**src/rtl/atten_ser_pkg.sv**
```systemverilog
package atten_ser_pkg;

  typedef enum logic [2:0] {
    ST_IDLE  = 3'd0,
    ST_SETUP = 3'd1,
    ST_HIGH  = 3'd2,
    ST_HOLD  = 3'd3,
    ST_REST  = 3'd4,
    ST_LESU  = 3'd5,
    ST_LATCH = 3'd6
  } ser_state_e;

  function automatic int cdiv(input int num, input int den);
    return (num + den - 1) / den;
  endfunction

  function automatic int imax(input int a, input int b);
    return (a > b) ? a : b;
  endfunction

endpackage

```
**src/rtl/atten_ser_rst_sync.sv**
```systemverilog
module atten_ser_rst_sync (
  input  logic clk,
  input  logic rst_n,
  output logic rst_sync_n
);

  logic meta_q;
  logic sync_q;

  always_ff @(posedge clk or negedge rst_n) begin
    if (!rst_n) begin
      meta_q <= 1'b0;
      sync_q <= 1'b0;
    end else begin
      meta_q <= 1'b1;
      sync_q <= meta_q;
    end
  end

  assign rst_sync_n = sync_q;

endmodule

```
**src/rtl/atten_ser_timer.sv**
```systemverilog
module atten_ser_timer #(
  parameter int TW = 3
) (
  input  logic          clk,
  input  logic          rst_n,
  input  logic          load,
  input  logic [TW-1:0] load_val,
  output logic          expired
);

  logic [TW-1:0] cnt_q;
  logic [TW-1:0] cnt_d;

  always_comb begin
    cnt_d = cnt_q;
    if (load) begin
      cnt_d = load_val;
    end else if (cnt_q != '0) begin
      cnt_d = cnt_q - 1'b1;
    end
  end

  always_ff @(posedge clk or negedge rst_n) begin
    if (!rst_n) begin
      cnt_q <= '0;
    end else begin
      cnt_q <= cnt_d;
    end
  end

  assign expired = (cnt_q == '0);

endmodule

```
**src/rtl/atten_ser_shreg.sv**
```systemverilog
module atten_ser_shreg #(
  parameter int W = 6
) (
  input  logic         clk,
  input  logic         rst_n,
  input  logic         load,
  input  logic [W-1:0] load_word,
  input  logic         shift,
  output logic         msb
);

  logic [W-1:0] word_q;
  logic [W-1:0] word_d;

  always_comb begin
    word_d = word_q;
    if (load) begin
      word_d = load_word;
    end else if (shift) begin
      word_d = {word_q[W-2:0], 1'b0};
    end
  end

  always_ff @(posedge clk or negedge rst_n) begin
    if (!rst_n) begin
      word_q <= '0;
    end else begin
      word_q <= word_d;
    end
  end

  assign msb = word_q[W-1];

endmodule

```
**src/rtl/atten_ser_gap.sv**
```systemverilog
module atten_ser_gap #(
  parameter int GAP_CYC = 2000,
  parameter int CW      = 11
) (
  input  logic clk,
  input  logic rst_n,
  input  logic start,
  output logic open_win
);

  logic [CW-1:0] left_q;
  logic [CW-1:0] left_d;

  always_comb begin
    left_d = left_q;
    if (start) begin
      left_d = CW'(GAP_CYC);
    end else if (left_q != '0) begin
      left_d = left_q - 1'b1;
    end
  end

  always_ff @(posedge clk or negedge rst_n) begin
    if (!rst_n) begin
      left_q <= '0;
    end else begin
      left_q <= left_d;
    end
  end

  assign open_win = (left_q == '0);


  gap_countdown_chk: assert property (@(posedge clk) disable iff (!rst_n)
    (left_q != '0 && !start) |=> (left_q == $past(left_q) - 1'b1));


  gap_restart_chk: assert property (@(posedge clk) disable iff (!rst_n)
    start |=> (left_q == CW'(GAP_CYC)));

endmodule

```
**src/rtl/atten_ser_master.sv**
```systemverilog
module atten_ser_master
  import atten_ser_pkg::*;
#(
  parameter int CODE_W      = 6,
  parameter int SYS_CLK_NS  = 20,
  parameter int T_HIGH_NS   = 30,
  parameter int T_LOW_NS    = 30,
  parameter int T_PERIOD_NS = 100,
  parameter int T_SETUP_NS  = 10,
  parameter int T_HOLD_NS   = 10,
  parameter int T_LESU_NS   = 30,
  parameter int T_LEPW_NS   = 10,
  parameter int T_GAP_NS    = 40000
) (
  input  logic              clk,
  input  logic              rst_n,
  input  logic              in_valid,
  output logic              in_ready,
  input  logic [CODE_W-1:0] in_code,
  output logic              ser_clk,
  output logic              ser_data,
  output logic              ser_le,
  output logic              busy,
  output logic              done
);

  localparam int CYC_HIGH  = imax(1, cdiv(T_HIGH_NS, SYS_CLK_NS));
  localparam int CYC_HOLD  = imax(1, cdiv(T_HOLD_NS, SYS_CLK_NS));
  localparam int CYC_SETUP = imax(1, cdiv(T_SETUP_NS, SYS_CLK_NS));
  localparam int CYC_LOW   = imax(imax(cdiv(T_LOW_NS, SYS_CLK_NS),
                                       cdiv(T_PERIOD_NS, SYS_CLK_NS) - CYC_HIGH),
                                  CYC_HOLD + CYC_SETUP);
  localparam int CYC_REST  = CYC_LOW - CYC_HOLD;
  localparam int CYC_LESU  = imax(cdiv(T_LESU_NS, SYS_CLK_NS), CYC_HOLD);
  localparam int CYC_LEPW  = imax(1, cdiv(T_LEPW_NS, SYS_CLK_NS));
  localparam int CYC_GAP   = cdiv(T_GAP_NS, SYS_CLK_NS);
  localparam int TMAX      = imax(imax(imax(CYC_HIGH, CYC_SETUP), imax(CYC_REST, CYC_HOLD)),
                                  imax(CYC_LESU, CYC_LEPW));
  localparam int TW        = $clog2(TMAX + 1);
  localparam int GW        = $clog2(CYC_GAP + 2);
  localparam int BW        = $clog2(CODE_W);

  logic rst_s_n;

  atten_ser_rst_sync u_rst (
    .clk       (clk),
    .rst_n     (rst_n),
    .rst_sync_n(rst_s_n)
  );

  ser_state_e    st_q, st_d;
  logic [BW-1:0] bit_q, bit_d;
  logic          clk_q, le_q, busy_q, done_q;
  logic          done_d;
  logic          t_load;
  logic [TW-1:0] t_val;
  logic          t_zero;
  logic          sh_load, sh_shift;
  logic          gap_start, gap_open;
  logic          accept;
  logic          data_bit;

  atten_ser_timer #(.TW(TW)) u_tmr (
    .clk     (clk),
    .rst_n   (rst_s_n),
    .load    (t_load),
    .load_val(t_val),
    .expired (t_zero)
  );

  atten_ser_shreg #(.W(CODE_W)) u_shr (
    .clk      (clk),
    .rst_n    (rst_s_n),
    .load     (sh_load),
    .load_word(in_code),
    .shift    (sh_shift),
    .msb      (data_bit)
  );

  atten_ser_gap #(.GAP_CYC(CYC_GAP), .CW(GW)) u_gap (
    .clk     (clk),
    .rst_n   (rst_s_n),
    .start   (gap_start),
    .open_win(gap_open)
  );

  assign in_ready = !busy_q && gap_open;
  assign accept   = in_valid && in_ready;

  // next-state process
  always_comb begin
    st_d      = st_q;
    bit_d     = bit_q;
    done_d    = 1'b0;
    t_load    = 1'b0;
    t_val     = '0;
    sh_load   = 1'b0;
    sh_shift  = 1'b0;
    gap_start = 1'b0;
    case (st_q)
      ST_IDLE: begin
        if (accept) begin
          st_d    = ST_SETUP;
          t_load  = 1'b1;
          t_val   = TW'(CYC_SETUP - 1);
          sh_load = 1'b1;
          bit_d   = '0;
        end
      end
      ST_SETUP: begin
        if (t_zero) begin
          st_d   = ST_HIGH;
          t_load = 1'b1;
          t_val  = TW'(CYC_HIGH - 1);
        end
      end
      ST_HIGH: begin
        if (t_zero) begin
          t_load = 1'b1;
          if (bit_q == BW'(CODE_W - 1)) begin
            st_d  = ST_LESU;
            t_val = TW'(CYC_LESU - 1);
          end else begin
            st_d  = ST_HOLD;
            t_val = TW'(CYC_HOLD - 1);
          end
        end
      end
      ST_HOLD: begin
        if (t_zero) begin
          st_d     = ST_REST;
          t_load   = 1'b1;
          t_val    = TW'(CYC_REST - 1);
          sh_shift = 1'b1;
          bit_d    = bit_q + 1'b1;
        end
      end
      ST_REST: begin
        if (t_zero) begin
          st_d   = ST_HIGH;
          t_load = 1'b1;
          t_val  = TW'(CYC_HIGH - 1);
        end
      end
      ST_LESU: begin
        if (t_zero) begin
          st_d   = ST_LATCH;
          t_load = 1'b1;
          t_val  = TW'(CYC_LEPW - 1);
        end
      end
      ST_LATCH: begin
        if (t_zero) begin
          st_d      = ST_IDLE;
          done_d    = 1'b1;
          gap_start = 1'b1;
        end
      end
      default: st_d = ST_IDLE;
    endcase
  end

  // register process
  always_ff @(posedge clk or negedge rst_s_n) begin
    if (!rst_s_n) begin
      st_q   <= ST_IDLE;
      bit_q  <= '0;
      clk_q  <= 1'b0;
      le_q   <= 1'b0;
      busy_q <= 1'b0;
      done_q <= 1'b0;
    end else begin
      st_q   <= st_d;
      bit_q  <= bit_d;
      clk_q  <= (st_d == ST_HIGH);
      le_q   <= (st_d == ST_LATCH);
      busy_q <= (st_d != ST_IDLE);
      done_q <= done_d;
    end
  end

  assign ser_clk  = clk_q;
  assign ser_le   = le_q;
  assign ser_data = data_bit;
  assign busy     = busy_q;
  assign done     = done_q;


  le_clk_excl_chk: assert property (@(posedge clk) disable iff (!rst_s_n)
    ser_le |-> !ser_clk);


  data_low_only_chk: assert property (@(posedge clk) disable iff (!rst_s_n)
    !$stable(ser_data) |-> (!ser_clk && !$past(ser_clk)));


  data_at_rise_chk: assert property (@(posedge clk) disable iff (!rst_s_n)
    $rose(ser_clk) |-> $stable(ser_data));


  le_after_fall_chk: assert property (@(posedge clk) disable iff (!rst_s_n)
    $rose(ser_le) |-> !$past(ser_clk));


  done_idle_chk: assert property (@(posedge clk) disable iff (!rst_s_n)
    done |-> (!busy && !ser_le && $past(ser_le)));


  done_single_chk: assert property (@(posedge clk) disable iff (!rst_s_n)
    done |=> !done);

endmodule

```
**config.mk**
```make
export PLATFORM = sky130hd
export DESIGN_NAME = atten_ser_master
export DESIGN_NICKNAME = d
export VERILOG_FILES = /design/src/rtl/atten_ser_pkg.sv /design/src/rtl/atten_ser_rst_sync.sv /design/src/rtl/atten_ser_timer.sv /design/src/rtl/atten_ser_shreg.sv /design/src/rtl/atten_ser_gap.sv /design/src/rtl/atten_ser_master.sv
export SDC_FILE = /design/constraint.sdc
export NUM_CORES = 1
export LEC_CHECK = 0
export ABC_AREA = 0
export BUFFER_PORTS_ARGS = -buffer_cell sky130_fd_sc_hd__buf_2
export CORE_MARGIN = 5
export CORE_UTILIZATION = 35
export CTS_CLUSTER_SIZE = 24
export DETAILED_ROUTE_END_ITERATION = 12
export PLACE_DENSITY_LB_ADDON = 0.08
export SLEW_MARGIN = 0
export SYNTH_ARGS = -nofsm -noshare
export SYNTH_HDL_FRONTEND = slang
export SYNTH_SLANG_ARGS = --single-unit
```
**constraint.sdc**
```tcl
create_clock -name clk -period 4.1 [get_ports clk]
set_input_delay 0.615 -clock clk [delete_from_list [all_inputs] [get_ports clk]]
set_output_delay 0.615 -clock clk [all_outputs]
set_load 0.02 [all_outputs]
```
==> metrics.cfg <==
[sta]
tns_ns=0
whs_ns=0.1131
fmax_ghz=0.3805
hold_viol_final=0
tightest_slew_ns=0.5303
slew_headroom_pct=64.38
fin_skew_ns=0.007125
report.final.slew_viol_count=0
period_needed_ns=2.628
grt_setup_unrepaired=false
fin_crit_sh_pct=64.11
setup_violations=0

[clock_tree]
cts_num_sinks=31
clk_pin_slew_worst_paths_ns=0.07
clockRootBuffer=clkbuf_8
postCtsSetupRepairBufs=0
ctsResizeCount=0
cts_tree=yes
cts-buffers-inserted=5
insertion_delay_ns=0.28
clockBufferDepth=2
cts.hold.buffers_added=0
htree_levels=2

[drt]
drc=0
initialDrtViolationCount=55
first_pass_iters=4
wirelength_mm=3.355
antenna_left=0
drt-wirelength-per-cell_um=14.59
vias=1224
via_per_inst=5.322

[placement]
place_congestion=0.8587
portBuffers=14
placed_cells_incl_taps=222
dp_hpwl_mm=2.442

[worst_setup_path]
rrSetupSlack_ns=1.95
critPathLaunch=u_gap.left_q[0]$_DFFE_PN0P_
r2r-start=u_gap.left_q[0]$_DFFE_PN0P_
required_ns=3.48
cp-start-kind=flop
crit_path_end_kind=output pin
worstSetupPathType=flop to output pin
r2r.worst_path.cells=6
cp.arrival_ns=2.01
rr_endpoint=u_shr.word_q[1]$_DFFE_PN0P_
endpoint=in_ready
cp_max_fo=7

[power_and_ir_drop]
vdd_drop_max_uv=229.3
p_per_area_nw_per_um2=688.3
leakagePower_nw=0.8109

[die]
io_pins=15
core_area_um2=4629
die_w_um=78.57
initial_utilization_pct=35.54
die_area_um2=6172
num_rows=25
chipHeight_um=78.57

[flow_run]
drv_cap=0

[finish]
final_cell_mix=31 x dfrtp_1, 15 x nor2_1, 14 x buf_2, 13 x nand2_1, 9 x o21ai_0
nets=189
layout-area-overhead-vs-synth_pct=11.10
instances_no_fill=230
layout_commonest_cell=dfrtp_1
fin_util_pct=39.49
n_antenna_cell=0
drive_gt1_share_pct=25.00

[synth]
synth_ff_type=dfrtp_1
synth.distinct_cells=49
ys_seq_area_share_pct=47.15
synth_area_per_cell_um2=10.28
synth_top_cells_by_area=dfrtp_1 47%, ha_1 3.8%, a221o_2 3.4%, nor2_1 3.4%, nand2_1 3.0%
synth_top_cell_area_share_pct=47.15
synthesis.area_um2=1645
ys_ff_latch=31
synthesis.instances=160
yosysTopAreaCell=dfrtp_1
synth_edf_count=0
async_flop_share_pct=100.0
yosysWarnings=0
syn-num-nets=174

[global_routing]
grt_max_degree=19
grt_usage_pct=12.09
grt_pass1_vias=1212
overflow=0
grt_pass1_wl_mm=5.858
antenna_found_initial=0

[hold_path]
hold_class=primary input to async pin

[run_status]
status=complete, no violations

-- kinds of logic after synthesis --
group | Yosys count | synth area share [%]
flip-flops | 31 | 47.15
XOR/XNOR | 4 | 2.130
multiplexers | 2 | 1.293
AND/OR/NAND/NOR | 65 | 25.02
adder cells (fa/ha/maj) | 5 | 3.802
buffers and inverters | 16 | 4.715
other | 1 | 0.2279
AO/OA/AOI/OAI | 36 | 15.67
-- worst max-delay path: stages (launching register included) --
cell and delay (ns):
dfrtp_1 0.42, inv_1 0.12, ha_1 0.18, nor4b_4 0.38
nand3_2 0.28, nor2_1 0.17, buf_2 0.18
-- power breakdown --
group / leakage, nW / internal [W] / switching, W / total, W
clock: 0.0422 / 0.000119 / 0.000110 / 0.000229
combinational: 0.394 / 0.000213 / 0.000232 / 0.000444
sequential: 0.375 / 0.000428 / 0.000157 / 0.000584
total: 0.811 / 0.000759 / 0.000499 / 0.00126
-- metrics by stage --
stage	setup slack (ns)	cell area, um^2	power [W]
floorplan	1.988	1645	0.0009310
global placement	1.891	1747	0.001022
detailed placement	1.771	1747	0.001038
CTS	1.453	1828	0.001278
global route	1.322	1828	0.001378
finish	1.472	1828	0.001258
-- routing by layer --
metal / vias up / global-route usage [%] / part of all wire (%)
li1: 603 / - / -
met1: 594 / 15.76 / 46
met2: 20 / 19.02 / 49
met3: 7 / 2.867 / 3.0
met4: 0 / 5.245 / 1.8
met5: - / 0 / 0
-- final cells by class --
type / count / area, um^2
fillers: 466 / 2801
multi-input cells: 113 / 792.0
flip-flops and latches: 31 / 775.7
repair buffers: 15 / 77.57
clock buffers: 7 / 76.32
well taps: 54 / 67.56
inverters: 9 / 33.78
clock inverters: 1 / 5.005
-- state kept, by name (all words and copies together) (netlist names), 2 cells and up --
name and cells:
u_shr.word_q 6, st_q 3, bit_q 3, u_tmr.cnt_q 2, u_gap.left_q 11
-- cell usage after synthesis (all sizes together) (3+ instances only) --
| library cell | count |
|---|---|
| a21oi | 7 |
| buf | 4 |
| nor3 | 5 |
| ha | 5 |
| dfrtp | 31 |
| or3 | 3 |
| nand2 | 13 |
| clkbuf | 3 |
| inv | 8 |
| xnor2 | 3 |
| and2 | 5 |
| nor2 | 16 |
| nand3 | 5 |
| a221o | 5 |
| o21ai | 9 |
-- worst min path at each step --
stage,from,endpoint,cells after the start
after global placement,u_rst.rst_sync_n$_DFF_PN0_,ser_le$_DFF_PN0_,0
after global routing,rst_n,u_rst.rst_sync_n$_DFF_PN0_,1
final,rst_n,u_rst.rst_sync_n$_DFF_PN0_,1
after detailed placement,u_rst.rst_sync_n$_DFF_PN0_,ser_le$_DFF_PN0_,0
after floorplan,rst_n,u_rst.meta_q$_DFF_PN0_,0
after CTS,rst_n,u_rst.rst_sync_n$_DFF_PN0_,1
No activity file was read; power rests on OpenSTA's default activity.
